[config.mk]
export PLATFORM = sky130hd
export DESIGN_NAME = acc_regop_unit
export DESIGN_NICKNAME = d
export VERILOG_FILES = /design/src/rtl/regop_pkg.sv /design/src/rtl/regop_datapath.sv /design/src/rtl/regop_skip.sv /design/src/rtl/regop_fsm.sv /design/src/rtl/acc_regop_unit.sv
export SDC_FILE = /design/constraint.sdc
export NUM_CORES = 1
export LEC_CHECK = 0
export ABC_AREA = 1
export ABC_CLOCK_PERIOD_IN_PS = 2300
export BUFFER_PORTS_ARGS = -buffer_cell sky130_fd_sc_hd__buf_2
export CAP_MARGIN = 20
export CORE_MARGIN = 2
export CORE_UTILIZATION = 40
export CTS_CLUSTER_DIAMETER = 200
export DETAILED_ROUTE_END_ITERATION = 12
export GPL_TIMING_DRIVEN = 1
export PLACE_DENSITY_LB_ADDON = 0.2
export SETUP_SLACK_MARGIN = 0.15
export SYNTH_ARGS = -nofsm -noshare
export SYNTH_HDL_FRONTEND = slang
export SYNTH_SLANG_ARGS = --single-unit
export TNS_END_PERCENT = 5
[constraint.sdc]
create_clock -name clk -period 2.3 [get_ports clk]
set_clock_uncertainty 0.2 [all_clocks]
set_input_delay 0 -clock clk [delete_from_list [all_inputs] [get_ports clk]]
set_output_delay 0 -clock clk [all_outputs]
set_load 0.05 [all_outputs]
[src/rtl/regop_pkg.sv]
package regop_pkg;
    localparam int SEL_W = 12;

    localparam int B_CLR_AC  = 11;
    localparam int B_CLR_E   = 10;
    localparam int B_INV_AC  = 9;
    localparam int B_INV_E   = 8;
    localparam int B_ROT_R   = 7;
    localparam int B_ROT_L   = 6;
    localparam int B_INC_AC  = 5;
    localparam int B_SK_POS  = 4;
    localparam int B_SK_NEG  = 3;
    localparam int B_SK_ZAC  = 2;
    localparam int B_SK_ZE   = 1;
    localparam int B_HALT    = 0;

    localparam logic [3:0] CLASS_CODE = 4'b0111;

    typedef enum logic {
        ST_RUN  = 1'b0,
        ST_HALT = 1'b1
    } run_state_e;
endpackage

[src/rtl/regop_datapath.sv]
module regop_datapath
    import regop_pkg::*;
#(
    parameter int DATA_W = 16
) (
    input  logic [SEL_W-1:0]  sel,
    input  logic [DATA_W-1:0] ac_in,
    input  logic              e_in,
    output logic [DATA_W-1:0] ac_out,
    output logic              e_out
);
    logic [DATA_W-1:0] a;
    logic              l;

    always_comb begin
        a = ac_in;
        l = e_in;
        if (sel[B_CLR_AC]) a = '0;
        if (sel[B_CLR_E])  l = 1'b0;
        if (sel[B_INV_AC]) a = ~a;
        if (sel[B_INV_E])  l = ~l;
        if (sel[B_ROT_R])  {a, l} = {l, a};
        if (sel[B_ROT_L])  {l, a} = {a, l};
        if (sel[B_INC_AC]) a = a + {{(DATA_W-1){1'b0}}, 1'b1};
        ac_out = a;
        e_out  = l;
    end
endmodule

[src/rtl/regop_skip.sv]
module regop_skip
    import regop_pkg::*;
#(
    parameter int DATA_W = 16
) (
    input  logic [SEL_W-1:0]  sel,
    input  logic [DATA_W-1:0] ac_val,
    input  logic              e_val,
    output logic              skip
);
    logic is_neg;
    logic is_zero;

    always_comb begin
        is_neg  = ac_val[DATA_W-1];
        is_zero = (ac_val == '0);
        skip    = (sel[B_SK_POS] & ~is_neg)
                | (sel[B_SK_NEG] &  is_neg)
                | (sel[B_SK_ZAC] &  is_zero)
                | (sel[B_SK_ZE]  & ~e_val);
    end
endmodule

[src/rtl/regop_fsm.sv]
module regop_fsm
    import regop_pkg::*;
(
    input  logic clk,
    input  logic rst_n,
    input  logic word_hit,
    input  logic halt_bit,
    output logic accept,
    output logic halted
);
    run_state_e state_q;
    run_state_e state_d;

    always_comb begin
        state_d = state_q;
        unique case (state_q)
            ST_RUN:  if (word_hit && halt_bit) state_d = ST_HALT;
            ST_HALT: state_d = ST_HALT;
            default: state_d = ST_RUN;
        endcase
    end

    always_ff @(posedge clk or negedge rst_n) begin
        if (!rst_n) state_q <= ST_RUN;
        else        state_q <= state_d;
    end

    always_comb begin
        accept = 1'b0;
        halted = 1'b0;
        unique case (state_q)
            ST_RUN:  accept = word_hit;
            ST_HALT: halted = 1'b1;
            default: accept = 1'b0;
        endcase
    end
endmodule

[src/rtl/acc_regop_unit.sv]
module acc_regop_unit
    import regop_pkg::*;
#(
    parameter int DATA_W = 16,
    parameter int WORD_W = 16
) (
    input  logic              clk,
    input  logic              rst_n,
    input  logic              exec_en,
    input  logic [WORD_W-1:0] instr_word,
    input  logic [DATA_W-1:0] ac_in,
    input  logic              e_in,
    output logic [DATA_W-1:0] ac_next,
    output logic              e_next,
    output logic              skip_req,
    output logic              halted
);
    localparam int CLS_LSB = WORD_W - 4;

    logic [SEL_W-1:0]  sel;
    logic              word_hit;
    logic              accept;
    logic [DATA_W-1:0] ac_calc;
    logic              e_calc;
    logic              skip_calc;

    assign sel      = instr_word[SEL_W-1:0];
    assign word_hit = exec_en && (instr_word[WORD_W-1:CLS_LSB] == CLASS_CODE);

    regop_datapath #(.DATA_W(DATA_W)) u_dp (
        .sel    (sel),
        .ac_in  (ac_in),
        .e_in   (e_in),
        .ac_out (ac_calc),
        .e_out  (e_calc)
    );

    regop_skip #(.DATA_W(DATA_W)) u_skip (
        .sel    (sel),
        .ac_val (ac_calc),
        .e_val  (e_calc),
        .skip   (skip_calc)
    );

    regop_fsm u_fsm (
        .clk      (clk),
        .rst_n    (rst_n),
        .word_hit (word_hit),
        .halt_bit (sel[B_HALT]),
        .accept   (accept),
        .halted   (halted)
    );

    always_ff @(posedge clk or negedge rst_n) begin
        if (!rst_n) begin
            ac_next  <= '0;
            e_next   <= 1'b0;
            skip_req <= 1'b0;
        end else begin
            skip_req <= accept && skip_calc;
            if (accept) begin
                ac_next <= ac_calc;
                e_next  <= e_calc;
            end
        end
    end
endmodule

# Word level (Yosys, flattened, before mapping)

Index checks and enable logic that the tools add are counted.
Widths: inputs -> output; s select.

Flip-flop bits (word level): 19
Input port bits: 36
Word-level logic and storage cells: 35
Output and inout port bits: 19

Bitwise logic cells: 12
Mux-type cells: 13
$add $sub $neg: 1
Reduce and logical (&&, ||, !) cells: 4
Equal/unequal tests: 1

Operators by type and width:

| operator              | count |
|---|---|
| $mux 16               | 5 |
| $add 16x1->16 const B | 1 |
| $logic_not 16->1      | 1 |
| $not 16->16           | 1 |
| $mux 1                | 7 |
| $and 1x1->1           | 4 |
| $eq 4x3->1 const B    | 1 |
| $not 1->1             | 4 |
| $logic_and 1x1->1     | 3 |
| $or 1x1->1            | 3 |
| $pmux 1 s2            | 1 |

# Longest topological paths before layout

Word-level depth: 13
Gate-level depth with buffers: 23
Gate-level depth less buffers: 22

# By module

From an unflattened synthesis, not the netlist that was laid out.

Cells, all modules: 362
Area, all modules: 2,248.4 um2

By module, submodules not included:

| module         | cells an instance | instances | seq. area each (um2) | area an instance (um2) |
|---|---|---|---|---|
| regop_datapath | 255               | 1         | 0.0                  | 1,317.5 |
| acc_regop_unit | 79                | 1         | 450.4                | 789.5 |
| regop_skip     | 22                | 1         | 0.0                  | 95.1 |
| regop_fsm      | 6                 | 1         | 25.0                 | 46.3 |

# Least setup slack after synthesis

Ideal clock, no wire load.

Path type: in2reg
From: input port instr_word[9]
To: register skip_req
Data arrival time: 1,621 ps
Slack: 414 ps
Setup time: 65 ps
Stages on the path: 18
Data required time: 2,035 ps
Path through: buf_6 -> buf_6 -> nand3_2 -> nand3_1 -> nand2_1 -> nand2_1 -> nand2_2 -> ha_1 -> nand3_2 -> nor2_4 -> nand3_1 -> nand2_1 -> nand2_1 -> nor3_1 -> nand2_1 -> nand2_1 -> nand2_1 -> nand2_1

Word-level cells in the longest chain between the ends: 11

RTL lines:

| what                                                                  | line                 | source |
|---|---|---|
| start: declaration                                                    | acc_regop_unit.sv:10 | `input logic [WORD_W-1:0] instr_word,` |
| $mux 16 *                                                             | regop_datapath.sv:20 | `if (sel[B_INV_AC]) a = ~a;` |
| parallel branches: the longest is 8 deep, another holds $add 16x1->16 | -                    |  |
| $or 1x1->1 *                                                          | regop_skip.sv:20     | `\| (sel[B_SK_ZE] & ~e_val);` |
| $logic_and 1x1->1 *                                                   | acc_regop_unit.sv:60 | `skip_req <= accept && skip_calc;` |
| end signal: assignment                                                | acc_regop_unit.sv:60 |  |
| end: declaration                                                      | acc_regop_unit.sv:15 | `output logic skip_req,` |

Mark *: on every way between the ends.
A chain may end at the register's enable or synchronous reset.

# Worst setup path after layout

Ends and elaborated chain as after synthesis.

==> results.json <==
{
  "netlist.area_leader.share": 0.273,
  "final_design_area_no_fill_um2": 2600,
  "finalWeightedCongestion": 0.806,
  "layout.cells.non_filler": 494,
  "layout.cells.most_common_list": "sky130_fd_sc_hd__nand2_1 (153), sky130_fd_sc_hd__nand3_1 (67), sky130_fd_sc_hd__buf_2 (53)",
  "dieWidth_um": 77.0,
  "synthCells": 362,
  "drt_pre_antenna_iters": 4,
  "crit_chain": "clkbuf_4 > buf_4 > nand3_1 > nand3_1 > nand2_1 > nand2_1 > nand2_1 > nand2_2 > nor2_4 > nand2_2 > nor2_2 > nand2_1 > xor2_1 > a21oi_1 > nand2_1 > nand2_1",
  "power.share.switching": 0.364,
  "critPathTopFamily": "simple AND/OR/NAND/NOR gates",
  "run_status": "finished clean",
  "crit_path_end_kind": "register",
  "cts_tree": "yes",
  "combPwrFrac": 0.397,
  "fp.coreArea_um2": 5110,
  "finalSetupViolations": 0,
  "detail_route.vias_per_cell": 4.81,
  "final_hold_viol_count": 0,
  "global_route.overflow_total": 0,
  "synth.yosys.seq_area_share": 0.223,
  "synth-seq-cells": 19,
  "syn_avg_cell_area_um2": 5.88,
  "unrepaired_setup_endpoints_after_global_routing": "false",
  "critical-path-top-cell-by-count": "sky130_fd_sc_hd__nand2_1",
  "p_int_uw": 593,
  "ir_drop_worst_vdd_uv": 177,
  "classification_of_the_worst_slack_hold_path": "primary input to asynchronous set/reset pin",
  "timing.max_cap.violations": 0,
  "syn-cell-area_um2": 2130,
  "layout.nets": 462,
  "pin_count_of_the_biggest_net_entering_global_routing": 30,
  "via_count": 2378,
  "route.final.wire_length_mm": 5.12,
  "core_util_final": 0.509,
  "detail-route-antenna-nets": 0,
  "area_growth_syn_to_layout_pct": 22.2,
  "worst-slew-pin-transition_ns": 0.419,
  "power.static_leakage_uw": 0.00141,
  "cts.htree.levels": 1,
  "power_density_nw_per_um2": 358,
  "number_of_antenna_violations_at_the_first_check_in_global_routing": 0,
  "layout_worst_path_cycle_share": 0.834,
  "share_of_cells_above_drive_strength_1": 0.259,
  "cts_buf_count": 3,
  "wire_length_of_the_first_global_routing_pass_mm": 9.12,
  "slowest_cell_on_crit_path": "sky130_fd_sc_hd__xor2_1",
  "die-area_um2": 5920,
  "p_clk_frac": 0.245,
  "timing.critical_path.arrival_ns": 1.87,
  "critical-path-max-stage-delay_ns": 0.23,
  "route.detailed.drc": 0,
  "path_clk_slew_ns": 0.07,
  "timing_worst_setup_path_type": "primary input to register",
  "numPortBuffers": 54,
  "cp_num_buf_inv": 2,
  "maxSlewViolCount": 0,
  "placed_area_um2": 2440,
  "clk_root_buffer_cell": "sky130_fd_sc_hd__clkbuf_8",
  "seq_power_share": 0.358,
  "wl_per_cell_um": 10.4,
  "design.portCount": 55,
  "yosysWarningCount": 0,
  "yosys.area.top_type": "sky130_fd_sc_hd__nand2_1",
  "detailedRoute.firstIterationViolations": 76,
  "netlist_top_cells_area": "sky130_fd_sc_hd__nand2_1 (27%), sky130_fd_sc_hd__dfrtp_1 (22%), sky130_fd_sc_hd__nand3_1 (16%), sky130_fd_sc_hd__nand3_2 (5.2%), sky130_fd_sc_hd__o21ai_0 (4.5%)",
  "die_height_um": 77.0,
  "cp.required_ns": 2.25,
  "hpwlAfterDp_mm": 4.05,
  "final_common_cell": "sky130_fd_sc_hd__nand2_1",
  "worst_skew_pair.late_latency_ns": 0.25,
  "timing.critical_path.fanout_max": 11,
  "global_route.usage.total": 0.182,
  "net_count_of_the_mapped_netlist": 399,
  "worst_slew_margin_rel": 0.720,
  "n_antenna_cell": 0,
  "first_global_vias": 2223,
  "power_uw": 932,
  "initial_core_util": 0.417,
  "highest_clock_rate_mhz": 522,
  "yosysUniqueCellTypes": 28,
  "power.switching_uw": 339,
  "std_cell_rows": 26,
  "cts.path.max_buffers": 2,
  "place.detailed.instances": 478,
  "timing.critical_path.from_type": "primary input",
  "final.min_clock_period_ns": 1.92,
  "cts_sinks": 19
}
## power groups by stage
stage               sequential [uW]  clock [uW]  combinational [uW]
floorplan                       340           0                 265
global placement                340           0                 347
detailed placement              340           0                 348
CTS                             334         236                 357
global route                    334         250                 428
finish                          334         228                 370
## metrics by stage
stage / hold slack [ns] / setup TNS, ns / worst slack [ns]
6_report: 0.00290 / 0 / 0.383
3_5_place_dp: -0.241 / -0.0670 / -0.0670
4_1_cts: 0.00399 / 0 / 0.196
3_3_place_gp: -0.240 / -0.0506 / -0.0506
5_1_grt: 0.0448 / 0 / 0.132
2_1_floorplan: -0.496 / 0 / 0.414
## synthesized netlist by cell type (all sizes together)
cell / count
xor2: 3
buf: 12
o21a: 1
nand3b: 1
nand3: 78
dfrtp: 19
a21oi: 3
nand4: 5
nand2: 169
and2: 1
o21ai: 20
o21bai: 1
ha: 1
nor2: 17
nor3: 3
clkbuf: 4
clkinv: 2
inv: 22
## cells by family after synthesis
logic type	synth area share
AND/OR/NAND/NOR	0.600
buffers and inverters	0.0969
AO/OA/AOI/OAI	0.0611
flip-flops	0.223
XOR/XNOR	0.0123
adder cells (fa/ha/maj)	0.00587
## layer usage
layer	vias up	wire, um	track usage
li1	1300	-	-
met1	1050	2470	0.221
met2	22	2480	0.332
met3	6	130	0.0329
met4	0	42	0.0382
met5	-	0	0
## final cells by class
cell class              count  area [um^2]
fillers                   571         2510
multi-input cells         303         1460
flip-flops and latches     19          475
repair buffers             74          438
inverters                  24          100
well taps                  70         87.6
clock buffers               4         45.0
## timing repair
| item | CTS | global route |
|---|---|---|
| hold buffers | 6 | 0 |
| endpoints found under the hold margin | 21 | 0 |
| endpoints found under the setup margin | 0 | 2 |
| buffers inserted | 0 | 6 |
| gates resized for setup | 0 | 10 |
## sequential cells by signal (all words and copies together), names as in the netlist
register and flops:
ac_next 16, e_next 1, skip_req 1, u_fsm.state_q 1
## worst register-to-register path: stages (launching register included)
cell and delay (ns):
sky130_fd_sc_hd__dfrtp_1 0.38, sky130_fd_sc_hd__inv_1 0.07, sky130_fd_sc_hd__nand2_1 0.07, sky130_fd_sc_hd__inv_1 0.19, sky130_fd_sc_hd__nand2_1 0.08, sky130_fd_sc_hd__a21oi_1 0.20, sky130_fd_sc_hd__nand2_1 0.08, sky130_fd_sc_hd__nand2_1 0.07
## worst paths after layout
check / from / end / slack (ns) / cells past startpoint
max reg2reg: u_fsm.state_q / skip_req / 0.90 / 7
min in group clk: instr_word[5] / ac_next[6] / 0.01 / 4
max: instr_word[9] / skip_req / 0.38 / 16
min: rst_n / ac_next[15] / 0.003 / 2
min reg2reg: ac_next[13] / ac_next[13] / 0.27 / 2
max in group asynchronous: rst_n / ac_next[0] / 1.60 / 2
No activity file was read; power rests on OpenSTA's default activity.
